--- src/rtl/intc_pkg.sv ---
package intc_pkg;
   localparam logic [7:0] CMD_EOI    = 8'h20;
   localparam logic [7:0] CMD_RD_REQ = 8'h0A;
   localparam logic [7:0] CMD_RD_ISR = 8'h0B;

   typedef enum logic {
      SEL_PEND = 1'b0,
      SEL_SERV = 1'b1
   } rd_sel_e;
endpackage

--- src/rtl/intc_prio.sv ---
module intc_prio #(
   parameter int unsigned N  = 8,
   parameter int unsigned LW = 3
) (
   input  logic [N-1:0]  vec,
   output logic          any,
   output logic [N-1:0]  onehot,
   output logic [LW-1:0] idx
);
   generate
      if (N != (1 << LW)) begin : g_bad_width
         $error("intc_prio: N must equal 2**LW");
      end
   endgenerate

   assign any    = |vec;
   assign onehot = vec & (~vec + 1'b1);

   genvar b, i;
   generate
      for (b = 0; b < LW; b++) begin : g_bit
         logic [N-1:0] sel;
         for (i = 0; i < N; i++) begin : g_line
            assign sel[i] = ((i >> b) & 1) == 1;
         end
         assign idx[b] = |(onehot & sel);
      end
   endgenerate
endmodule

--- src/rtl/intc_req.sv ---
module intc_req #(
   parameter int unsigned N = 8
) (
   input  logic         clk,
   input  logic         rst_n,
   input  logic [N-1:0] irq,
   input  logic [N-1:0] clr,
   output logic [N-1:0] pend,
   output logic [N-1:0] rise
);
   logic [N-1:0] irq_q;

   genvar i;
   generate
      for (i = 0; i < N; i++) begin : g_line
         assign rise[i] = irq[i] & ~irq_q[i];
         always_ff @(posedge clk or negedge rst_n) begin
            if (!rst_n) begin
               irq_q[i] <= 1'b0;
               pend[i]  <= 1'b0;
            end else begin
               irq_q[i] <= irq[i];
               pend[i]  <= (pend[i] & ~clr[i]) | rise[i];
            end
         end
      end
   endgenerate

   p_set_by_edge_r2: assert property (@(posedge clk) disable iff (!rst_n)
      ((pend & ~$past(pend) & ~$past(rise)) == '0));
endmodule

--- src/rtl/intc_regport.sv ---
module intc_regport
   import intc_pkg::*;
#(
   parameter int unsigned N = 8,
   parameter int unsigned DW = 8
) (
   input  logic          clk,
   input  logic          rst_n,
   input  logic          cs_n,
   input  logic          wr_n,
   input  logic          rd_n,
   input  logic          addr,
   input  logic [DW-1:0] wdata,
   input  logic [N-1:0]  pend,
   input  logic [N-1:0]  serv,
   output logic [N-1:0]  mask,
   output logic          eoi,
   output logic [DW-1:0] rdata
);
   generate
      if (DW < N) begin : g_bad_dw
         $error("intc_regport: data width narrower than line count");
      end
   endgenerate

   rd_sel_e sel;
   logic    wr_en, rd_en;

   assign wr_en = !cs_n && !wr_n;
   assign rd_en = !cs_n && !rd_n;
   assign eoi   = wr_en && !addr && (wdata == DW'(CMD_EOI));

   always_ff @(posedge clk or negedge rst_n) begin
      if (!rst_n) begin
         mask <= '0;
         sel  <= SEL_PEND;
      end else if (wr_en) begin
         if (addr) begin
            mask <= wdata[N-1:0];
         end else if (wdata == DW'(CMD_RD_REQ)) begin
            sel <= SEL_PEND;
         end else if (wdata == DW'(CMD_RD_ISR)) begin
            sel <= SEL_SERV;
         end
      end
   end

   always_comb begin
      rdata = '0;
      if (rd_en) begin
         if (addr)                  rdata = DW'(mask);
         else if (sel == SEL_SERV)  rdata = DW'(serv);
         else                       rdata = DW'(pend);
      end
   end

   p_mask_hold_r10: assert property (@(posedge clk) disable iff (!rst_n)
      cs_n |=> (mask == $past(mask)));
   p_rd_idle_r9: assert property (@(posedge clk) disable iff (!rst_n)
      rd_n |-> (rdata == '0));
endmodule

--- src/rtl/intc_core.sv ---
module intc_core #(
   parameter int unsigned NUM_LINES = 8,
   parameter int unsigned DATA_W    = 8,
   parameter int unsigned VEC_BASE  = 17
) (
   input  logic                 clk,
   input  logic                 rst_n,
   input  logic [NUM_LINES-1:0] irq_req,
   output logic                 irq_out,
   input  logic                 ack,
   output logic [DATA_W-1:0]    vec_out,
   output logic                 vec_valid,
   input  logic                 cs_n,
   input  logic                 wr_n,
   input  logic                 rd_n,
   input  logic                 addr,
   input  logic [DATA_W-1:0]    wdata,
   output logic [DATA_W-1:0]    rdata
);
   localparam int unsigned LVL_W  = $clog2(NUM_LINES);
   localparam int unsigned BASE_W = DATA_W - LVL_W;
   localparam logic [LVL_W-1:0] LVL_LAST = LVL_W'(NUM_LINES - 1);

   generate
      if (NUM_LINES < 2 || NUM_LINES != (1 << LVL_W)) begin : g_bad_lines
         $error("intc_core: NUM_LINES must be a power of two, at least 2");
      end
      if (VEC_BASE >= (1 << BASE_W)) begin : g_bad_base
         $error("intc_core: VEC_BASE does not fit the vector");
      end
   endgenerate

   logic [NUM_LINES-1:0] pend, rise, mask, serv, cand, ack_clr;
   logic [NUM_LINES-1:0] cand_oh, serv_oh, serv_nxt;
   logic [LVL_W-1:0]     cand_idx, serv_idx;
   logic                 cand_any, serv_any, eoi, take;

   intc_req #(.N(NUM_LINES)) u_req (
      .clk(clk), .rst_n(rst_n), .irq(irq_req), .clr(ack_clr),
      .pend(pend), .rise(rise)
   );

   intc_regport #(.N(NUM_LINES), .DW(DATA_W)) u_port (
      .clk(clk), .rst_n(rst_n), .cs_n(cs_n), .wr_n(wr_n), .rd_n(rd_n),
      .addr(addr), .wdata(wdata), .pend(pend), .serv(serv),
      .mask(mask), .eoi(eoi), .rdata(rdata)
   );

   assign cand = pend & ~mask;

   intc_prio #(.N(NUM_LINES), .LW(LVL_W)) u_prio_cand (
      .vec(cand), .any(cand_any), .onehot(cand_oh), .idx(cand_idx)
   );
   intc_prio #(.N(NUM_LINES), .LW(LVL_W)) u_prio_serv (
      .vec(serv), .any(serv_any), .onehot(serv_oh), .idx(serv_idx)
   );

   assign irq_out = cand_any && (!serv_any || (cand_idx < serv_idx));
   assign take    = ack && irq_out;
   assign ack_clr = take ? cand_oh : '0;

   always_comb begin
      serv_nxt = serv;
      if (eoi)  serv_nxt = serv_nxt & ~serv_oh;
      if (take) serv_nxt = serv_nxt | cand_oh;
   end

   always_ff @(posedge clk or negedge rst_n) begin
      if (!rst_n) begin
         serv      <= '0;
         vec_out   <= '0;
         vec_valid <= 1'b0;
      end else begin
         serv      <= serv_nxt;
         vec_valid <= ack;
         if (ack) begin
            vec_out <= {BASE_W'(VEC_BASE), (take ? cand_idx : LVL_LAST)};
         end
      end
   end

   p_irq_needs_cand_r3: assert property (@(posedge clk) disable iff (!rst_n)
      irq_out |-> ((pend & ~mask) != '0));
   p_ack_sets_one_r6: assert property (@(posedge clk) disable iff (!rst_n)
      (ack && irq_out && !eoi) |=> ((serv & ~$past(serv)) == $past(cand_oh)));
   p_spurious_still_r11: assert property (@(posedge clk) disable iff (!rst_n)
      (ack && !irq_out && !eoi) |=> (serv == $past(serv)));
   p_eoi_one_bit_r8: assert property (@(posedge clk) disable iff (!rst_n)
      (eoi && !ack && (serv != '0)) |=>
         ($countones(serv) + 1 == $countones($past(serv))));
endmodule

--- config.mk ---
export PLATFORM = sky130hd
export DESIGN_NAME = intc_core
export DESIGN_NICKNAME = d
export VERILOG_FILES = /design/src/rtl/intc_pkg.sv /design/src/rtl/intc_prio.sv /design/src/rtl/intc_req.sv /design/src/rtl/intc_regport.sv /design/src/rtl/intc_core.sv
export SDC_FILE = /design/constraint.sdc
export NUM_CORES = 1
export LEC_CHECK = 0
export ABC_AREA = 1
export CAP_MARGIN = 15
export CORE_ASPECT_RATIO = 0.6
export CORE_MARGIN = 5
export CORE_UTILIZATION = 38
export DETAILED_ROUTE_END_ITERATION = 10
export DONT_BUFFER_PORTS = 1
export PLACE_DENSITY_LB_ADDON = 0.1
export REMOVE_ABC_BUFFERS = 1
export SYNTH_ARGS = -nofsm -noshare
export SYNTH_HDL_FRONTEND = slang
export SYNTH_SLANG_ARGS = --single-unit
--- constraint.sdc ---
create_clock -name clk -period 5.6 [get_ports clk]
set_input_delay 0.84 -clock clk [delete_from_list [all_inputs] [get_ports clk]]
set_output_delay 0.84 -clock clk [all_outputs]
set_load 0.01 [all_outputs]
==> results of run 1 <==
==> routing by layer <==
layer	track usage [%]	vias to the layer above	wire length [um]
li1	-	877	-
met1	25.8	769	2960
met2	18.7	41	1890
met3	4.37	6	368
met4	4.25	0	56
met5	0	-	0
==> critical path: cells and delay by family, from the launching register on <==
kind	cells	cell delay (ns)
buffers and inverters	2	0.13
AO/OA/AOI/OAI	3	0.64
flip-flops	1	0.38
adder cells (fa/ha/maj)	1	0.31
AND/OR/NAND/NOR	8	0.71
==> cell usage after synthesis, types with 3 or more instances <==
cell      number
a21oi_1       14
buf_4          5
clkbuf_1       5
dfrtp_1       38
inv_1         46
inv_2          8
nand2_1       63
nand2_2        5
nand3_1        4
nand4_1        5
nand4_2        7
nor2_1        27
nor2_4         3
nor3_1         4
nor4_1         3
o21ai_0       22
o21ai_1        4
or2_2          5
==> sequential cells by signal, summed over array words and instances (netlist names) <==
register     count
serv             8
vec_valid        1
u_req.pend       8
vec_out          4
u_port.mask      8
u_port.sel       1
u_req.irq_q      8
==> worst min-delay path by stage <==
stage / startpoint / to
5_1_grt: rst_n / vec_out[2]
2_1_floorplan: u_req.pend[5] / u_req.pend[5]
4_1_cts: rst_n / vec_out[2]
6_report: rst_n / vec_out[2]
3_5_place_dp: u_req.irq_q[0] / u_req.pend[0]
3_3_place_gp: u_req.pend[6] / u_req.pend[6]
==> through the flow <==
| step | hold slack, ns | util, % | setup slack, ns | power, mW | std cells |
|---|---|---|---|---|---|
| 2_1_floorplan | 0.442 | - | 2.83 | 0.558 | 274 |
| 3_3_place_gp | 0.461 | 39.6 | 2.66 | 0.616 | 354 |
| 3_5_place_dp | 0.467 | 39.6 | 2.63 | 0.616 | 354 |
| 4_1_cts | 0.227 | 41.0 | 2.29 | 0.802 | 361 |
| 5_1_grt | 0.215 | 41.0 | 2.04 | 0.856 | 361 |
| 6_report | 0.239 | 41.0 | 2.31 | 0.794 | 361 |
==> power by group <==
group	total, mW	leakage (nW)	internal (mW)	switching, mW
sequential	0.375	0.412	0.325	0.0506
combinational	0.238	0.722	0.0755	0.163
clock	0.180	0.0383	0.0858	0.0943
==> cell families after synthesis <==
kind of cell | Yosys count
simple gates | 132
buf+inv | 66
compound gates | 43
flops | 38
mux | 2
fa+ha+maj | 2
other cells | 1
==> final cells by class <==
cell class / instances / area [sq um] / share of cell area [%]
flip-flops and latches: 38 / 951 / 41.5
well taps: 80 / 100 / 4.36
multi-input cells: 182 / 963 / 42.0
inverters: 54 / 203 / 8.84
clock buffers: 7 / 76.3 / 3.33
==> results.json, run 1 <==
{
  "r2r_cells": 17,
  "hold_viol": 0,
  "drt_first_pass_iters": 4,
  "yosys.area_share.simple_pct": 30.9,
  "crit_type": "reg2out",
  "endpoint": "irq_out",
  "avgRoutedWirePerCell_um": 14.6,
  "grt_max_degree": 39,
  "drc": 0,
  "synth.largest_area_cell": "dfrtp_1",
  "finalSetupViolCount": 0,
  "die_height_um": 68.9,
  "p_leak_nw": 1.17,
  "powerDensity_nw_per_um2": 346,
  "slowest_delay_ns": 0.38,
  "worstPathArrival_ns": 2.45,
  "layout.nets": 306,
  "synth.avg_cell_area_sq_um": 7.74,
  "synthTopCellsByArea": "dfrtp_1 43%, nand2_1 11%, inv_1 7.9%",
  "synthMuxAreaShare_pct": 0.968,
  "drt_iter0_drc": 114,
  "fin_worst_skew_ns": 0.00714,
  "drive_gt1_share_pct": 14.6,
  "io_pins": 41,
  "cpMostUsedCell": "nand2_1",
  "synthCells": 284,
  "dp_hpwl_um": 3990,
  "area_growth_pct": 4.38,
  "synth_top_area_share_pct": 43.3,
  "rrSetupSlack_ns": 3.18,
  "crit_fanout": 3,
  "critPathLaunchType": "register",
  "ys_seq_area_share_pct": 43.3,
  "vias": 1693,
  "ys_types": 32,
  "clk_pin_slew_ns": 0.07,
  "slowest_stage": "dfrtp_1",
  "insertion_delay_ns": 0.29,
  "fmax_ghz": 0.304,
  "final.setup.tns_ns": 0,
  "grt_pass1_vias": 1586,
  "yosysWarnings": 0,
  "antenna_cells": 0,
  "synth_compound_area_share_pct": 10.4,
  "hp-class": "in2async",
  "synth_xor_area_share_pct": 0,
  "r2r-end": "u_req.pend[4]",
  "row_count": 21,
  "crit_path_end_kind": "output pin",
  "grt.overflow.total": 0,
  "synth_top_family_by_area": "simple AND/OR/NAND/NOR gates",
  "initial_core_util_pct": 39.3,
  "worstMarginPinSlew_ns": 0.571,
  "clk_path_buf_depth": 2,
  "peakVddDrop_uv": 112,
  "status": "completed",
  "die-width_um": 108,
  "cp.required_ns": 4.76,
  "post-cts-setup-buffers": 0,
  "gp_congestion": 0.857,
  "cts_hold_buf": 0,
  "synth_edf_count": 0,
  "path_cells": "inv_2, nand2_1, nand2_1, nor2_4, nand2_2, nor2_4, o21ai_1, nand2_1, nor2_1, inv_1, ha_1, a21oi_1, nand2_2, a21boi_0",
  "cts_tree": "yes",
  "cts.htree.levels": 2,
  "nFillCells": 614,
  "ys_ff_latch": 38,
  "clock-root-buffer": "clkbuf_8",
  "cts.sinks": 38,
  "rsz0062_at_grt": "false",
  "syn_area_sq_um": 2200,
  "finalWirelength_um": 5280,
  "io_buffer_count": 0,
  "cts_buffers": 5,
  "synthFlopType": "dfrtp_1",
  "grtUsageTotal_pct": 15.7,
  "synth_adder_area_share_pct": 1.14,
  "final_common_cell": "nand2_1",
  "dieArea_sq_um": 7450,
  "period_share_pct": 58.8,
  "maxSlewHeadroom_pct": 62.0,
  "maxCapViolations": 0,
  "design_area_sq_um": 2290,
  "antenna_found_initial": 0,
  "slew_violations": 0,
  "crit-reg2reg-launch": "u_port.mask[2]",
  "final_cell_mix": "63 x nand2_1, 46 x inv_1, 38 x dfrtp_1",
  "vias_per_cell": 4.69,
  "fp.coreArea_sq_um": 5600,
  "fin_crit_ns": 3.29,
  "place_area_sq_um": 2220,
  "ant_nets": 0,
  "synthArstFlopShare_pct": 100,
  "grt_pass1_wl_um": 8570,
  "cts_resized": 0,
  "critPathLaunch": "u_port.mask[2]"
}
Note: power is estimated with default switching activity, not from simulation.
==> run 2: changes to the inputs <==
--- a/config.mk
+++ b/config.mk
@@ -5,7 +5,7 @@
 export SDC_FILE = /design/constraint.sdc
 export NUM_CORES = 1
 export LEC_CHECK = 0
-export ABC_AREA = 1
+export ABC_AREA = 0
 export CAP_MARGIN = 15
 export CORE_ASPECT_RATIO = 0.6
 export CORE_MARGIN = 5
==> constraint.sdc (replaced) <==
create_clock -name clk -period 3.4 [get_ports clk]
set_input_delay 0.51 -clock clk [delete_from_list [all_inputs] [get_ports clk]]
set_output_delay 0.51 -clock clk [all_outputs]
set_load 0.01 [all_outputs]
==> run 2 against run 1 <==
Sequential power rose by 79%. Synthesized area fell by 8.6%. Clock skew barely moved. Utilization rose by 1.6 points. Wire length fell by 7.2%. Count of clock-buffer cells in the layout fell by 2. First-iteration DRC count fell by 11%. Non-clock buffer count rose by 4. Clock power rose by 62%. Hold slack got worse by 0.19 ns. Via count fell by 8.8%. Critical path type unchanged. Highest routed layer unchanged.
==> results.json, run 2 <==
{
  "status": "completed",
  "slowest_stage": "or4_4",
  "dp_hpwl_um": 3820,
  "drive_gt1_share_pct": 13.0,
  "cts_buffers": 5,
  "grt_pass1_wl_um": 8130,
  "grt_pass1_vias": 1533,
  "io_buffer_count": 0,
  "finalSetupViolCount": 0,
  "row_count": 20,
  "dp.cells": 266,
  "use_met2_pct": 19.4,
  "post-cts-setup-buffers": 0,
  "rrSetupSlack_ns": 0.62,
  "path_cells": "nor2b_2, or4_4, and2_1, ha_1, nand2_1, a211oi_4, nor2_1",
  "syn_area_sq_um": 2010,
  "crit-reg2reg-launch": "u_req.pend[4]",
  "layout.nets": 233,
  "hp-class": "in2async",
  "fin_crit_ns": 3.03,
  "grtUsageMet1_pct": 23.2,
  "ys_seq_area_share_pct": 47.4,
  "avgRoutedWirePerCell_um": 17.9,
  "cp.required_ns": 2.89,
  "yosysWarnings": 0,
  "slowest_delay_ns": 0.55,
  "synthMuxAreaShare_pct": 9.03,
  "ys_types": 43,
  "design_area_sq_um": 2160,
  "powerDensity_nw_per_um2": 647,
  "synthTopCellsByArea": "dfrtp_1 47%, nor2_1 6.7%, mux2_2 5.0%",
  "drt_first_pass_iters": 4,
  "drt_iter0_drc": 101,
  "r2r_cells": 10,
  "slew_violations": 0,
  "crit_fanout": 6,
  "antenna_cells": 0,
  "grtUsageTotal_pct": 14.9,
  "synth_adder_area_share_pct": 1.25,
  "worstPathArrival_ns": 2.52,
  "fp.coreArea_sq_um": 5080,
  "area_growth_pct": 7.66,
  "fin_worst_skew_ns": 0.00721,
  "antenna_found_initial": 0,
  "io_pins": 41,
  "drc": 0,
  "gp_congestion": 0.940,
  "rsz0062_at_grt": "false",
  "critPathLaunchType": "register",
  "final_common_cell": "dfrtp_1",
  "cts.sinks": 38,
  "clock-root-buffer": "clkbuf_8",
  "synth_xor_area_share_pct": 0,
  "synth_common_cells": "38 x dfrtp_1, 36 x nor2_1, 14 x nor2b_1",
  "insertion_delay_ns": 0.29,
  "place_area_sq_um": 2060,
  "grt-busiest-layer": "met1",
  "worstMarginPinSlew_ns": 1.10,
  "grt_max_degree": 39,
  "crit_type": "reg2out",
  "final_cell_mix": "38 x dfrtp_1, 36 x nor2_1, 14 x nor2b_1",
  "vias": 1544,
  "yosys.area_share.simple_pct": 24.1,
  "hold_viol": 0,
  "grtUsageMet3_pct": 4.59,
  "post-route-util_pct": 42.6,
  "cts.htree.levels": 2,
  "period_share_pct": 89.2,
  "r2r-end": "serv[4]",
  "cts_tree": "yes",
  "finalWirelength_um": 4900,
  "yosysMostFrequentCell": "dfrtp_1",
  "grt.overflow.total": 0,
  "die_height_um": 66.3,
  "ys_ff_latch": 38,
  "synth_top_area_share_pct": 47.4,
  "synth_edf_count": 0,
  "ant_nets": 0,
  "dieArea_sq_um": 6890,
  "critical-path-top-delay-family": "simple AND/OR/NAND/NOR gates",
  "maxCapViolations": 0,
  "crit_path_end_kind": "output pin",
  "peakVddDrop_uv": 228,
  "synth.largest_area_cell": "dfrtp_1",
  "clk_pin_slew_ns": 0.08,
  "clk_path_buf_depth": 2,
  "finalNonFillerCells": 274,
  "synth.avg_cell_area_sq_um": 9.84,
  "path_buf_inv": 0,
  "p_leak_nw": 0.832,
  "synthArstFlopShare_pct": 100,
  "initial_core_util_pct": 39.5,
  "vias_per_cell": 5.64,
  "die-width_um": 104,
  "synth_top_family_by_area": "simple AND/OR/NAND/NOR gates",
  "synth_compound_area_share_pct": 14.6,
  "synthFlopType": "dfrtp_1",
  "maxSlewHeadroom_pct": 26.3,
  "synthCells": 204,
  "fmax_ghz": 0.330,
  "final.setup.tns_ns": 0,
  "cts_resized": 0
}
[run 2: area by class of cell]
| cell class | instances | area [sq um] |
|---|---|---|
| Tap cell | 66 | 82.6 |
| Clock buffer | 5 | 68.8 |
| Sequential cell | 38 | 951 |
| Inverter | 3 | 11.3 |
| Clock inverter | 2 | 10.0 |
| Fill cell | 478 | 2920 |
| Timing Repair Buffer | 4 | 42.5 |
| Multi-Input combinational cell | 156 | 996 |
[run 2: repair_timing]
| item | 4_1_cts | 5_1_grt |
|---|---|---|
| endpoints found under the setup margin | 0 | 0 |
| hold endpoints to repair | 38 | 0 |
| hold buffers | 1 | 0 |
[run 2: logic make-up after synthesis]
family                     Yosys count
other                                1
DFF                                 38
muxes                               17
buffers and inverters               12
adders and majority gates            2
and+or+nand+nor                     93
AOI/OAI and AO/OA                   41
[run 2: per-stage QoR]
stage | setup WS (ns) | hold WS (ns) | power (mW)
6_report | 0.366 | 0.0524 | 1.40
5_1_grt | 0.243 | 0.0543 | 1.50
4_1_cts | 0.357 | 0.0523 | 1.41
3_5_place_dp | 0.651 | 0.215 | 1.10
3_3_place_gp | 0.727 | 0.216 | 1.10
2_1_floorplan | 0.782 | 0.214 | 0.965
[run 2: routing by layer]
layer	vias to the layer above	routed length [um]
met4	0	12
met5	-	0
met3	2	384
li1	729	-
met1	761	2560
met2	52	1940
[run 2: worst max-delay path by stage]
stage / start / end / slack (ns) / cells past startpoint
2_1_floorplan: u_req.pend[4] / u_req.pend[5] / 0.78 / 9
3_5_place_dp: u_req.pend[5] / serv[7] / 0.65 / 10
5_1_grt: u_port.mask[0] / irq_out / 0.24 / 8
6_report: u_req.pend[4] / irq_out / 0.37 / 7
4_1_cts: u_req.pend[4] / irq_out / 0.36 / 7
3_3_place_gp: u_req.pend[4] / serv[3] / 0.73 / 10
[run 2: power breakdown]
part           internal (mW)  switching (mW)
logic                  0.185           0.252
clock network          0.138           0.153
registers              0.544           0.127
total                  0.867           0.533
